===== src/rtl/tick_cmp_pkg.sv =====
// Package: register word map and config field positions shared by the
// counter-compare block and its bench.
package tick_cmp_pkg;

    typedef enum logic [3:0] {
        REG_CFG     = 4'd0,
        REG_CNT_LO  = 4'd1,
        REG_CNT_HI  = 4'd2,
        REG_CMP_LO  = 4'd4,
        REG_CMP_HI  = 4'd5,
        REG_OSEL    = 4'd6,
        REG_IEN     = 4'd7,
        REG_OCMP_LO = 4'd8,
        REG_OCMP_HI = 4'd9
    } reg_sel_e;

    localparam int CFG_STOP_BIT  = 0;
    localparam int CFG_FIELD_LSB = 8;

endpackage


===== src/rtl/tick_counter.sv =====
// tick_counter: shared counter split into a 32-bit low word and a HW-bit
// high part that advances only on carry out of the low word.
// Assumes: HW between 4 and 32; load strobes come from a decoded bus write.
module tick_counter #(
    parameter int HW = 16
) (
    input  logic          clk,
    input  logic          rst_n,
    input  logic          cfg_wr,
    input  logic          cfg_stop,
    input  logic          ld_lo,
    input  logic          ld_hi,
    input  logic [31:0]   lo_d,
    input  logic [HW-1:0] hi_d,
    output logic          stop_q,
    output logic [31:0]   lo_q,
    output logic [HW-1:0] hi_q
);

    logic carry;

    // carry into the high part when the low word rolls over while running
    assign carry = !stop_q && (lo_q == '1);

    // stop bit register, set on reset
    always_ff @(posedge clk) begin
        if (!rst_n)      stop_q <= 1'b1;
        else if (cfg_wr) stop_q <= cfg_stop;
    end

    // low word: count while running, load only while stopped
    always_ff @(posedge clk) begin
        if (!rst_n)              lo_q <= '0;
        else if (!stop_q)        lo_q <= lo_q + 32'd1;
        else if (ld_lo)          lo_q <= lo_d;
    end

    // high part: advance on carry, load only while stopped
    always_ff @(posedge clk) begin
        if (!rst_n)              hi_q <= '0;
        else if (carry)          hi_q <= hi_q + 1'b1;
        else if (stop_q && ld_hi) hi_q <= hi_d;
    end

    p_stop_hold_r2: assert property (@(posedge clk) disable iff (!rst_n)
        (stop_q && !ld_lo && !ld_hi) |=> ($stable(lo_q) && $stable(hi_q)));

    p_run_step_r2: assert property (@(posedge clk) disable iff (!rst_n)
        (!stop_q) |=> (lo_q == $past(lo_q) + 32'd1));

    p_carry_only_r4: assert property (@(posedge clk) disable iff (!rst_n)
        (!(stop_q && ld_hi) && (stop_q || lo_q != '1)) |=> $stable(hi_q));

endmodule


===== src/rtl/tick_compare_slot.sv =====
// tick_compare_slot: one target's 64-bit compare register, arm flag,
// latched pending bit and interrupt enable.
// Assumes: at most one of wr_lo / wr_hi is active in a cycle.
module tick_compare_slot (
    input  logic        clk,
    input  logic        rst_n,
    input  logic        wr_lo,
    input  logic        wr_hi,
    input  logic        wr_en,
    input  logic        en_d,
    input  logic [31:0] wdata,
    input  logic [63:0] cnt,
    output logic [63:0] cmp_q,
    output logic        en_q,
    output logic        irq
);

    logic armed_q;
    logic pend_q;
    logic reached;
    logic cmp_wr;

    assign reached = (cnt >= cmp_q);
    assign cmp_wr  = wr_lo || wr_hi;
    assign irq     = pend_q && en_q;

    // compare halves; low write disarms, high write re-arms
    always_ff @(posedge clk) begin
        if (!rst_n) begin
            cmp_q   <= '0;
            armed_q <= 1'b0;
        end else if (wr_lo) begin
            cmp_q[31:0] <= wdata;
            armed_q     <= 1'b0;
        end else if (wr_hi) begin
            cmp_q[63:32] <= wdata;
            armed_q      <= 1'b1;
        end
    end

    // pending latch: set on armed match, cleared by any compare write
    always_ff @(posedge clk) begin
        if (!rst_n)                 pend_q <= 1'b0;
        else if (cmp_wr)            pend_q <= 1'b0;
        else if (armed_q && reached) pend_q <= 1'b1;
    end

    // interrupt enable bit
    always_ff @(posedge clk) begin
        if (!rst_n)     en_q <= 1'b0;
        else if (wr_en) en_q <= en_d;
    end

    p_fire_r6: assert property (@(posedge clk) disable iff (!rst_n)
        (armed_q && reached && !cmp_wr) |=> pend_q);

    p_clear_r7: assert property (@(posedge clk) disable iff (!rst_n)
        cmp_wr |=> !pend_q);

    p_hold_r7: assert property (@(posedge clk) disable iff (!rst_n)
        (pend_q && !cmp_wr) |=> pend_q);

    p_no_fire_unarmed_r9: assert property (@(posedge clk) disable iff (!rst_n)
        (!armed_q && !pend_q) |=> !pend_q);

endmodule


===== src/rtl/tick_cmp_top.sv =====
// tick_cmp_top: register window over the shared counter, one compare slot
// per target, and a remote-select register per requester.
// Assumes: NTGT >= 2, CNT_FIELD in 1..8; reads are combinational.
module tick_cmp_top
    import tick_cmp_pkg::*;
#(
    parameter int NTGT      = 4,
    parameter int CNT_FIELD = 4,
    localparam int TGT_W    = $clog2(NTGT),
    localparam int HW       = 4 * CNT_FIELD
) (
    input  logic             clk,
    input  logic             rst_n,
    input  logic             bus_wr,
    input  logic [3:0]       bus_addr,
    input  logic [TGT_W-1:0] bus_src,
    input  logic [31:0]      bus_wdata,
    output logic [31:0]      bus_rdata,
    output logic [NTGT-1:0]  tmr_irq
);

    reg_sel_e        sel;
    logic            stop_q;
    logic [31:0]     cnt_lo;
    logic [HW-1:0]   cnt_hi;
    logic [63:0]     cnt_full;
    logic [TGT_W-1:0] osel_q [NTGT];
    logic [63:0]     cmp_q [NTGT];
    logic [NTGT-1:0] en_q;

    assign sel      = reg_sel_e'(bus_addr);
    assign cnt_full = 64'({cnt_hi, cnt_lo});

    tick_counter #(.HW(HW)) u_cnt (
        .clk      (clk),
        .rst_n    (rst_n),
        .cfg_wr   (bus_wr && sel == REG_CFG),
        .cfg_stop (bus_wdata[CFG_STOP_BIT]),
        .ld_lo    (bus_wr && sel == REG_CNT_LO),
        .ld_hi    (bus_wr && sel == REG_CNT_HI),
        .lo_d     (bus_wdata),
        .hi_d     (bus_wdata[HW-1:0]),
        .stop_q   (stop_q),
        .lo_q     (cnt_lo),
        .hi_q     (cnt_hi)
    );

    for (genvar t = 0; t < NTGT; t++) begin : g_tgt
        logic own;
        logic rem;
        assign own = (bus_src == TGT_W'(t));
        assign rem = (osel_q[bus_src] == TGT_W'(t));

        // per-requester remote-select register
        always_ff @(posedge clk) begin
            if (!rst_n)                          osel_q[t] <= '0;
            else if (bus_wr && own && sel == REG_OSEL) osel_q[t] <= bus_wdata[TGT_W-1:0];
        end

        tick_compare_slot u_slot (
            .clk   (clk),
            .rst_n (rst_n),
            .wr_lo (bus_wr && ((own && sel == REG_CMP_LO) || (rem && sel == REG_OCMP_LO))),
            .wr_hi (bus_wr && ((own && sel == REG_CMP_HI) || (rem && sel == REG_OCMP_HI))),
            .wr_en (bus_wr && own && sel == REG_IEN),
            .en_d  (bus_wdata[0]),
            .wdata (bus_wdata),
            .cnt   (cnt_full),
            .cmp_q (cmp_q[t]),
            .en_q  (en_q[t]),
            .irq   (tmr_irq[t])
        );
    end

    // read multiplexer keyed by word index and requester
    always_comb begin
        bus_rdata = '0;
        case (sel)
            REG_CFG:     bus_rdata = (32'(CNT_FIELD) << CFG_FIELD_LSB) | (32'(stop_q) << CFG_STOP_BIT);
            REG_CNT_LO:  bus_rdata = cnt_lo;
            REG_CNT_HI:  bus_rdata = 32'(cnt_hi);
            REG_CMP_LO:  bus_rdata = cmp_q[bus_src][31:0];
            REG_CMP_HI:  bus_rdata = cmp_q[bus_src][63:32];
            REG_OSEL:    bus_rdata = 32'(osel_q[bus_src]);
            REG_IEN:     bus_rdata = 32'(en_q[bus_src]);
            REG_OCMP_LO: bus_rdata = cmp_q[osel_q[bus_src]][31:0];
            REG_OCMP_HI: bus_rdata = cmp_q[osel_q[bus_src]][63:32];
            default:     bus_rdata = '0;
        endcase
    end

endmodule


===== config.mk =====
export PLATFORM = sky130hd
export DESIGN_NAME = tick_cmp_top
export DESIGN_NICKNAME = d
export VERILOG_FILES = /design/src/rtl/tick_cmp_pkg.sv /design/src/rtl/tick_counter.sv /design/src/rtl/tick_compare_slot.sv /design/src/rtl/tick_cmp_top.sv
export SDC_FILE = /design/constraint.sdc
export NUM_CORES = 1
export LEC_CHECK = 0
export BUFFER_PORTS_ARGS = -buffer_cell sky130_fd_sc_hd__buf_2
export CAP_MARGIN = 15
export CORE_MARGIN = 8
export CORE_UTILIZATION = 30
export DETAILED_ROUTE_END_ITERATION = 10
export PLACE_DENSITY_LB_ADDON = 0.25
export SYNTH_ARGS = -nofsm -noshare
export SYNTH_HDL_FRONTEND = slang
export SYNTH_SLANG_ARGS = --single-unit

===== constraint.sdc =====
create_clock -name clk -period 3 [get_ports clk]
set_input_delay 0.6 -clock clk [delete_from_list [all_inputs] [get_ports clk]]
set_output_delay 0.6 -clock clk [all_outputs]
set_load 0.1 [all_outputs]

==> impl_metrics.yaml <==
synth:
  ys_top_cells_by_area: "dfxtp_1 (28%), mux4_2 (13%), ha_1 (11%), nand2_1 (11%), a21boi_1 (7.0%)"
  synth_area_um2: 22500
  synth_edf_count: 8
  syn_avg_cell_area_um2: 8.42
  synthFlopType: "dfxtp_1"
  synth_top_area_share_pct: 28.2
  ys.warnings.count: 0
  synthArstFlopShare_pct: 0
  syn-num-nets: 2907
  ys_types: 73
  ys_seq_elements: 325
  netlist_instances: 2672
  ys_seq_area_share_pct: 29.3
  synth.largest_area_cell: "dfxtp_1"
setup_path:
  r2r-start: "u_cnt.hi_q[3]"
  critPathMaxFanout: 13
  critPathLaunch: "osel_q[2][1]"
  cp.arrival_ps: 2950
  max_stage_delay_ps: 630
  endpoint: "bus_rdata[9]"
  start_kind: "register"
  reg2reg_slack_ps: 150
  path_common_cell: "buf_12"
  criticalPathCategory: "register to output pin"
  worst_r2r_path_depth: 7
  crit_slowest_cell: "mux4_4"
  timing.rr.end: "g_tgt[2].u_slot.pend_q"
  cp_cell_sequence: "mux4_4, buf_12, buf_16, mux4_2, a22oi_2, nand3_4, buf_12"
  worstPathRequired_ps: 2400
  crit_path_end_kind: "output pin"
timing:
  worst_slack_ps: -553
  maxSlewViolCount: 0
  finalHoldViolCount: 0
  worst_pin_slew_ps: 1150
  holdWs_ps: 371
  fmax_mhz: 281
  rsz0062_at_grt: "yes"
  fin_crit_sh_pct: 118
  slew_headroom_pct: 22.6
  setup_violations: 32
  min_period_ps: 3550
  finClkSkew_ps: 20.0
global_routing:
  track_usage_pct: 22.3
  grt_pass1_vias: 21400
  gr-total-overflow: 0
  grt_max_degree: 92
  antenna_found_initial: 8
  grt_pass1_wl_mm: 143
cts:
  root_buffer: "clkbuf_16"
  cts_made_buffers: 39
  cts.sink_count: 325
  clkSlewWorstSetupHoldPaths_ps: 60
  clk_path_buf_depth: 3
  tritoncts: "done"
  holdBufCountCts: 0
  cts_max_level: 2
  clock_latency_ps: 580
power_and_ir_drop:
  p_int_uw: 7840
  power.leakage_uw: 0.0101
  powerDensity_nw_per_um2: 404
  finalPower_uw: 11000
  swShare_pct: 28.8
  power.share.clock_pct: 44.7
  combPwrFrac_pct: 14.7
  ir_drop_v: 0.000246
  seq_power_share_pct: 40.5
  power.switching_uw: 3180
cells_and_area:
  layout.cells.most_common: "nand2_1"
  drive_above_1_share_pct: 18.6
  stdcell_count: 3740
  nNetsFinal: 2974
  synthToLayoutAreaGrowth_pct: 21.2
  final_cell_mix: "nand2_1 (631), dfxtp_1 (316), a21boi_1 (210)"
floorplan:
  ios: 77
  die-area_um2: 84000
  die-width_um: 290
  design.core.area_um2: 74300
  start_util_pct: 30.3
  die_h_um: 290
  row_count: 100
place:
  routabilityCongestion: 0.923
  dpl_worst_slack_ps: -492
  dp_cells: 3661
  hpwl_mm: 70.4
  numPortBuffers: 76
detailed_routing:
  via_count: 21700
  drtIter0Drc: 2130
  drt_pass1_iterations: 6
  avgViaCountPerCell: 5.81
  routed_wl_mm: 96.9
  post_drt_wl_per_cell_um: 25.9
  remaining_drc_errors: 0
  antenna_left: 0
status:
  status: "finished, violations left"
  violations: "setup timing"
min_path:
  worstHoldPathType: "input pin to register"
run:
  cap_violations: 0
[per-layer routing]
layer,up-vias,wire [um],global-route usage (%)
met3,226,9020,4.47
met1,10800,40800,30.0
met4,6,4250,9.60
li1,9630,-,-
met2,1106,42700,34.3
met5,-,44,0
[power by group through the flow]
stage	sequential, uW	clock (uW)	combinational, uW
detailed placement	4560	0	1540
global route	4470	5140	1720
CTS	4460	4990	1610
floorplan	4530	0	915
finish	4470	4930	1620
global placement	4560	0	1510
[state kept, by name (all words and copies together) (netlist names)]
name                  cells
osel_q                    8
u_cnt.hi_q               16
u_cnt.stop_q              1
g_tgt.u_slot.armed_q      4
u_cnt.lo_q               32
g_tgt.u_slot.cmp_q      256
g_tgt.u_slot.en_q         4
g_tgt.u_slot.pend_q       4
[Yosys cell counts (7+ instances only)]
| cell type | count |
|---|---|
| nand2_1 | 631 |
| dfxtp_1 | 317 |
| a21boi_1 | 210 |
| inv_1 | 205 |
| ha_1 | 194 |
| clkbuf_1 | 131 |
| mux4_2 | 131 |
| a21oi_1 | 126 |
| nand3_1 | 114 |
| a22oi_1 | 77 |
| buf_2 | 58 |
| nor2_1 | 58 |
| o21ai_0 | 51 |
| nand4_1 | 44 |
| o211a_1 | 31 |
| nor3_1 | 23 |
| nor4_1 | 20 |
| and4_1 | 18 |
| xnor2_1 | 17 |
| a211oi_1 | 15 |
| a21o_1 | 14 |
| a21boi_0 | 11 |
| nor2b_1 | 11 |
| and3_1 | 10 |
| a31oi_1 | 9 |
| nand2b_1 | 9 |
| edfxtp_1 | 8 |
| xor2_1 | 8 |
| a2111oi_0 | 7 |
| and2_1 | 7 |
| buf_4 | 7 |
[worst min path at each step]
| stage | from | to | cells after the start |
|---|---|---|---|
| finish | bus_wdata[31] | g_tgt[1].u_slot.cmp_q[31] | 3 |
| global route | bus_wdata[31] | g_tgt[1].u_slot.cmp_q[31] | 3 |
| CTS | bus_wdata[31] | g_tgt[1].u_slot.cmp_q[31] | 3 |
| detailed placement | g_tgt[0].u_slot.cmp_q[25] | g_tgt[0].u_slot.cmp_q[25] | 2 |
| global placement | g_tgt[3].u_slot.cmp_q[49] | g_tgt[3].u_slot.cmp_q[49] | 2 |
| floorplan | g_tgt[1].u_slot.cmp_q[58] | g_tgt[1].u_slot.cmp_q[58] | 2 |
[worst max-delay path: cells and delay by family (launching register included)]
kind / cells / cell delay, ps
buf+inv: 3 / 560
flops: 1 / 370
simple gates: 1 / 120
mux: 2 / 1070
compound gates: 1 / 220
[final cells by class]
type / instances / area (um2)
timing repair buffer: 230 / 2460
sequential: 325 / 6590
multi-input combinational: 1937 / 15000
fill: 7502 / 47000
clock buffer: 53 / 1100
inverter: 206 / 773
tap: 969 / 1210
clock inverter: 16 / 171
antenna: 4 / 10.0
[cells by family after synthesis]
| kind of cell | share of synthesized area (%) |
|---|---|
| flip-flops | 29.3 |
| buffers and inverters | 7.45 |
| AND/OR/NAND/NOR | 19.0 |
| AO/OA/AOI/OAI | 18.9 |
| multiplexers | 13.6 |
| adder cells (fa/ha/maj) | 10.8 |
| XOR/XNOR | 0.973 |
[metrics by stage]
step           instance area [um2]  setup TNS [ps]  util (%)
2_1_floorplan                23100           -2020         -
3_3_place_gp                 25400          -13430      34.2
4_1_cts                      27200          -17240      36.7
6_report                     27300          -16460      36.7
3_5_place_dp                 25400          -14240      34.2
5_1_grt                      27300          -18480      36.7
[timing repair]
action                     4_1_cts  5_1_grt
gates cloned                     3        0
setup endpoints to repair       33       32
buffers inserted                 3        0
pin swaps                        9        6
gates resized for setup        122        6
No activity file was read; power rests on OpenSTA's default activity.
